`config.mk`:
```
export PLATFORM = sky130hd
export DESIGN_NAME = seq_down_counter
export DESIGN_NICKNAME = d
export VERILOG_FILES = /design/src/rtl/seq_ctr_pkg.sv /design/src/rtl/seq_region_classify.sv /design/src/rtl/seq_step_logic.sv /design/src/rtl/seq_down_counter.sv
export SDC_FILE = /design/constraint.sdc
export NUM_CORES = 1
export LEC_CHECK = 0
export BUFFER_PORTS_ARGS = -buffer_cell sky130_fd_sc_hd__buf_2
export CORE_AREA = 2 2 39 41
export CTS_BUF_LIST = sky130_fd_sc_hd__clkbuf_4 sky130_fd_sc_hd__clkbuf_8 sky130_fd_sc_hd__clkbuf_16
export CTS_CLUSTER_DIAMETER = 100
export DETAILED_ROUTE_END_ITERATION = 8
export DIE_AREA = 0 0 41 43
export SKIP_LAST_GASP = 1
export SYNTH_ARGS = -nofsm -noshare
export SYNTH_HDL_FRONTEND = slang
export SYNTH_SLANG_ARGS = --single-unit
```
`constraint.sdc`:
```
create_clock -name clk -period 2.9 [get_ports clk]
set_input_delay 0.29 -clock clk [delete_from_list [all_inputs] [get_ports clk]]
set_output_delay 0.29 -clock clk [all_outputs]
set_load 0.01 [all_outputs]
```
`src/rtl/seq_ctr_pkg.sv`:
```
package seq_ctr_pkg;

    localparam int CNT_W = 4;

    typedef enum logic [2:0] {
        RGN_ZERO = 3'd0,
        RGN_DOWN = 3'd1,
        RGN_TAIL = 3'd2,
        RGN_LAST = 3'd3,
        RGN_BAD  = 3'd4
    } region_e;

    typedef struct packed {
        logic [CNT_W-1:0] cnt;
    } ctr_state_t;

endpackage

```
`src/rtl/seq_region_classify.sv`:
```
module seq_region_classify
    import seq_ctr_pkg::*;
#(
    parameter int SEED_VAL = 9,
    parameter int LAST_VAL = 12
) (
    input  logic [CNT_W-1:0] cur_i,
    output region_e          rgn_o
);

    localparam logic [CNT_W-1:0] SEED_C = CNT_W'(SEED_VAL);
    localparam logic [CNT_W-1:0] LAST_C = CNT_W'(LAST_VAL);

    always_comb begin
        if (cur_i == '0) begin
            rgn_o = RGN_ZERO;
        end else if (cur_i <= SEED_C) begin
            rgn_o = RGN_DOWN;
        end else if (cur_i < LAST_C) begin
            rgn_o = RGN_TAIL;
        end else if (cur_i == LAST_C) begin
            rgn_o = RGN_LAST;
        end else begin
            rgn_o = RGN_BAD;
        end
    end

endmodule

```
`src/rtl/seq_step_logic.sv`:
```
module seq_step_logic
    import seq_ctr_pkg::*;
#(
    parameter int SEED_VAL = 9
) (
    input  logic [CNT_W-1:0] cur_i,
    input  region_e          rgn_i,
    input  logic             en_i,
    output logic [CNT_W-1:0] nxt_o
);

    localparam logic [CNT_W-1:0] SEED_C  = CNT_W'(SEED_VAL);
    localparam logic [CNT_W-1:0] ENTRY_C = CNT_W'(SEED_VAL + 1);
    localparam logic [CNT_W-1:0] ONE_C   = CNT_W'(1);

    always_comb begin
        nxt_o = cur_i;
        unique case (rgn_i)
            RGN_BAD:  nxt_o = SEED_C;
            RGN_ZERO: if (en_i) nxt_o = ENTRY_C;
            RGN_DOWN: if (en_i) nxt_o = cur_i - ONE_C;
            RGN_TAIL: if (en_i) nxt_o = cur_i + ONE_C;
            RGN_LAST: if (en_i) nxt_o = SEED_C;
            default:  nxt_o = SEED_C;
        endcase
    end

endmodule

```
`src/rtl/seq_down_counter.sv`:
```
module seq_down_counter
    import seq_ctr_pkg::*;
#(
    parameter int SEED_VAL = 9,
    parameter int LAST_VAL = 12
) (
    input  logic             clk,
    input  logic             rst,
    input  logic             cnt_en,
    input  logic             tst_ld,
    input  logic [CNT_W-1:0] tst_val,
    output logic [CNT_W-1:0] cnt_o
);

    localparam logic [CNT_W-1:0] SEED_C = CNT_W'(SEED_VAL);

    ctr_state_t       st_d;
    ctr_state_t       st_q;
    region_e          rgn;
    logic [CNT_W-1:0] step_nxt;

    seq_region_classify #(
        .SEED_VAL (SEED_VAL),
        .LAST_VAL (LAST_VAL)
    ) u_classify (
        .cur_i (st_q.cnt),
        .rgn_o (rgn)
    );

    seq_step_logic #(
        .SEED_VAL (SEED_VAL)
    ) u_step (
        .cur_i (st_q.cnt),
        .rgn_i (rgn),
        .en_i  (cnt_en),
        .nxt_o (step_nxt)
    );

    always_comb begin
        st_d = st_q;
        if (rst) begin
            st_d.cnt = SEED_C;
        end else if (tst_ld) begin
            st_d.cnt = tst_val;
        end else begin
            st_d.cnt = step_nxt;
        end
    end

    always_ff @(posedge clk) begin
        st_q <= st_d;
    end

    assign cnt_o = st_q.cnt;

endmodule

```
# Word-level counts from Yosys, hierarchy flattened
# Cells that the tools add are included.
[totals] regBits=4 input_bits=8 out_inout_bits=4 elab_cells=26
[op_classes] addsub=2 n_lt_le_gt_ge=2 n_eq_ne=8 mux=10 reduce_logical=3
[op_table] cell="$mux 4" n=5
[op_table] cell="$pmux 4 s4" n=1
[op_table] cell="$mux 3" n=4
[op_table] cell="$ne 3x3->1 const B" n=4
[op_table] cell="$eq 3x2->1 const B" n=2
[op_table] cell="$add 4x1->4 const B" n=1
[op_table] cell="$eq 4x4->1 const B" n=1
[op_table] cell="$le 4x4->1 const B" n=1
[op_table] cell="$logic_not 4->1" n=1
[op_table] cell="$lt 4x4->1 const B" n=1
[op_table] cell="$reduce_and 4->1" n=1
[op_table] cell="$sub 4x1->4 const B" n=1
[op_table] cell="$eq 3x1->1 const B" n=1
[op_table] cell="$logic_not 3->1" n=1

# Logic depth before layout (Yosys ltp)
[logic_depth] depth_word=8 mapped_depth=7 depth_no_buf=7

# Cells and area by module
# From an unflattened synthesis, not the netlist that was laid out.
[unflattened] cells_unflattened=51 hier_area_um2=430.4
[modules_own_cells] mod="seq_step_logic" instances=1 cells_per_inst=32 area_each_um2=237.7
[modules_own_cells] mod="seq_down_counter" instances=1 cells_per_inst=12 area_each_um2=137.6
[modules_own_cells] mod="seq_region_classify" instances=1 cells_per_inst=7 area_each_um2=55.1

# Least setup slack after synthesis
# OpenSTA, ideal clock, no wires.
[synth_path] kind="register to register" from="reg st_q (netlist bit cnt_o[2])" to="reg st_q (netlist bit cnt_o[1])" setup_ns=0.128 arrival_time_ns=1.586 required_time_ns=2.772 setup_slack_ns=1.185 stages_incl_launch_ff=8 path_buffers=0 period_less_slack_ns=1.715 path_cell_list="dfxtp_1 inv_1 nand3_1 inv_1 fa_1 a21oi_1 nor3_1 o41ai_2"
[synth_via] elab_chain_len=8
[synth_lines] element="from (decl)" line_no="seq_down_counter.sv:18" source="ctr_state_t st_q;"
[synth_lines] element="from (signal assigned)" line_no="seq_down_counter.sv:51" source="st_q <= st_d;"
[synth_lines] element="parallel branches: the longest is 4 deep, another holds $lt 4x4->1"
[synth_lines] element="$mux 3 *" line_no="seq_region_classify.sv:15" source="if (cur_i == '0) begin"
[synth_lines] element="$eq 3x2->1, or another cell as far along" line_no="seq_step_logic.sv:18" source="unique case (rgn_i)"
[synth_lines] element="$ne 3x3->1 (no source line) or $pmux 4 s4 (tied branches)"
[synth_lines] element="$reduce_and 4->1 (no source line) or $mux 4 (tied branches)"
# Every way passes the cells marked *.
# A chain may end at the register's enable or synchronous reset.

# Final worst setup path
[layout_path] from="reg st_q (netlist bit cnt_o[2])" to="reg st_q (netlist bit cnt_o[2])"
[layout_via] elab_chain_len=8
[layout_lines] element="parallel branches: the longest is 8 deep, another holds $lt 4x4->1"
# Several ways; the timed one is not identified. The select of a mux whose other input is x is not followed.

==> metrics.yaml <==
status:
  status: "finished clean"
global_route:
  grt_pass1_wl_um: 1300
  grtUsageTotal_pct: 11.0
  grt_max_degree: 12
  antenna_found_initial: 0
  grt_remaining_overflow: 0
  grt_pass1_vias: 313
final_layout:
  fillers: 147
  drive_gt1_share_pct: 28.6
  syn_to_final_growth_pct: 25.4
  layout_common_cells: "buf_2, a21oi_1, inv_1, nor2_1, dfxtp_1"
  multi_input_area_um2: 253
  diodes: 0
  largest_reg_flops: 4
  final_common_cell: "buf_2"
  ff_latch_area_um2: 80.1
  fin_nets: 69
clocking:
  cts_buffer_depth: 2
  holdBufCountCts: 0
  clockRootBuffer: "clkbuf_4"
  clock_sinks: 4
  cts_htree_levels: 1
  post_cts_resized: 0
  cts_tree: "yes"
  clkSlewWorstSetupHoldPaths_ns: 0.04
  insertion_delay_ns: 0.24
  postCtsSetupBuffers: 0
  numCtsBuffers: 3
place:
  place_hpwl_um: 645
  io_buffers: 11
  gp_congestion: 0.677
sta:
  setup_viol: 0
  rsz0062_at_grt: "no"
  finalClockSkew_ns: 0.00561
  final-hold-violation-count: 0
  period_share_pct: 63.8
  min_period_ns: 1.85
  max_freq_mhz: 540
  worst_pin_slew_ns: 0.351
  maxSlewViolCount: 0
  finalSetupTns_ns: 0
  slew_headroom_pct: 76.5
power_and_ir_drop:
  power_uw: 260
  cellLeakagePower_uw: 0.000208
  p_per_area_mw_per_mm2: 583
  ir_drop_uv: 240
setup_path:
  r2r_slack_ns: 1.05
  required_ns: 3.01
  critPathArrivalTime_ns: 1.97
  crit_fanout: 10
  r2r_end: "cnt_o[2]"
  cp-end-kind: "register"
  critPathKind: "register to register"
  reg2reg_depth: 7
  start_kind: "register"
  timing.rr.start: "cnt_o[2]"
die:
  coreArea_mm2: 0.00138
  row_count: 14
  die-area_mm2: 0.00176
  die_x_um: 41
  start_util_pct: 25.7
  die_h_um: 43
  io_pins: 12
detailed_routing:
  dr_wl_met3_um: 42
  firstDrtPassIters: 4
  viasPerCell: 5.31
  post_drt_wl_per_cell_um: 11.9
  drtIter0Drc: 15
  num_vias: 382
  drcViolationCount: 0
  wl_met2_um: 384
  routed_wl_um: 858
  top_layer: "met4"
  met1_length_um: 411
  ant_nets: 0
hold_path:
  hold_end: "cnt_o[2]"
  hold_class: "input port to register"
  worstHoldStart: "rst"
  hold_depth: 2
logic_synthesis:
  synth_seq_area_share_pct: 22.5
  avgSynthCellArea_um2: 8.26
  synth.distinct_cells: 25
  yosys_warnings: 0
  syn_area_um2: 355
  synth_nets: 54
  ys_seq_elements: 4
  netlist_instances: 43
flow_run:
  maxCapViolations: 0
==> stage by stage <==
step           instances  area, um^2  util, %  hold slack [ns]  worst slack, ns
3_5_place_dp          69         423     30.6            0.565             1.05
6_report              72         445     32.2            0.326             1.05
3_3_place_gp          69         423     30.6            0.557             1.09
4_1_cts               72         445     32.2            0.313             1.06
2_1_floorplan         43         355        -            0.369             1.19
5_1_grt               72         445     32.2            0.320            0.915
==> layout make-up <==
cell class	count	area share, %
clock buffers	3	5.06
inverters	4	3.37
well taps	16	4.49
repair buffers	11	12.4
flip-flops and latches	4	18.0
multi-input cells	34	56.7
==> per-layer routing <==
| metal | up-vias | track usage, % |
|---|---|---|
| met5 | - | 0 |
| met4 | 0 | 8.00 |
| li1 | 189 | - |
| met2 | 16 | 14.1 |
| met3 | 4 | 2.09 |
| met1 | 173 | 15.7 |
==> worst max-delay path, stage by stage (launching register included) <==
cell and delay, ns:
dfxtp_1 0.50, inv_1 0.10, nand3_1 0.15, inv_1 0.07, fa_1 0.38, xnor2_1 0.14
a221oi_1 0.30, nor3_1 0.08
==> synth_stat cells <==
cell	n	area [um^2]
o41ai_2	1	16.3
xor2_1	1	8.76
nor2_1	4	15.0
inv_1	4	15.0
xnor2_1	1	8.76
nand3_1	1	5.00
buf_4	1	7.51
or3_1	1	6.26
a221oi_1	2	17.5
nor4_1	1	6.26
nor2b_1	1	6.26
o21bai_1	2	15.0
nand3b_1	1	7.51
o21ai_0	1	5.00
o21a_1	1	7.51
a211oi_1	1	7.51
a21oi_1	5	25.0
a21o_1	1	7.51
nor3_1	3	15.0
o211a_1	1	10.0
ha_1	2	25.0
nor3_2	1	10.0
fa_1	1	20.0
nor3b_1	1	7.51
dfxtp_1	4	80.1
==> cell families (layout without fill, tap and decap cells) <==
family | Yosys count | in the layout | share of synthesized area, %
AO/OA/AOI/OAI | 15 | 15 | 31.3
buffers and inverters | 5 | 18 | 6.34
adder cells (fa/ha/maj) | 3 | 3 | 12.7
AND/OR/NAND/NOR | 14 | 14 | 22.2
flip-flops | 4 | 4 | 22.5
XOR/XNOR | 2 | 2 | 4.93
==> worst max-delay path by stage <==
stage                        start        to  slack (ns)  cells after the start
after floorplan           cnt_o[2]  cnt_o[1]        1.19                      7
after detailed placement  cnt_o[2]  cnt_o[2]        1.05                      7
final                     cnt_o[2]  cnt_o[2]        1.05                      7
after global placement    cnt_o[2]  cnt_o[2]        1.09                      7
after global routing      cnt_o[2]  cnt_o[1]        0.91                      7
after CTS                 cnt_o[2]  cnt_o[2]        1.06                      7
==> report_power, final <==
part	internal (uW)	switching (uW)	total [uW]	leakage, uW
sequential	63.5	17.9	81.4	0.0000334
combinational	50.1	52.6	103	0.000160
clock	46.7	28.8	75.5	0.0000138
Power figures use the tool's default switching activity.
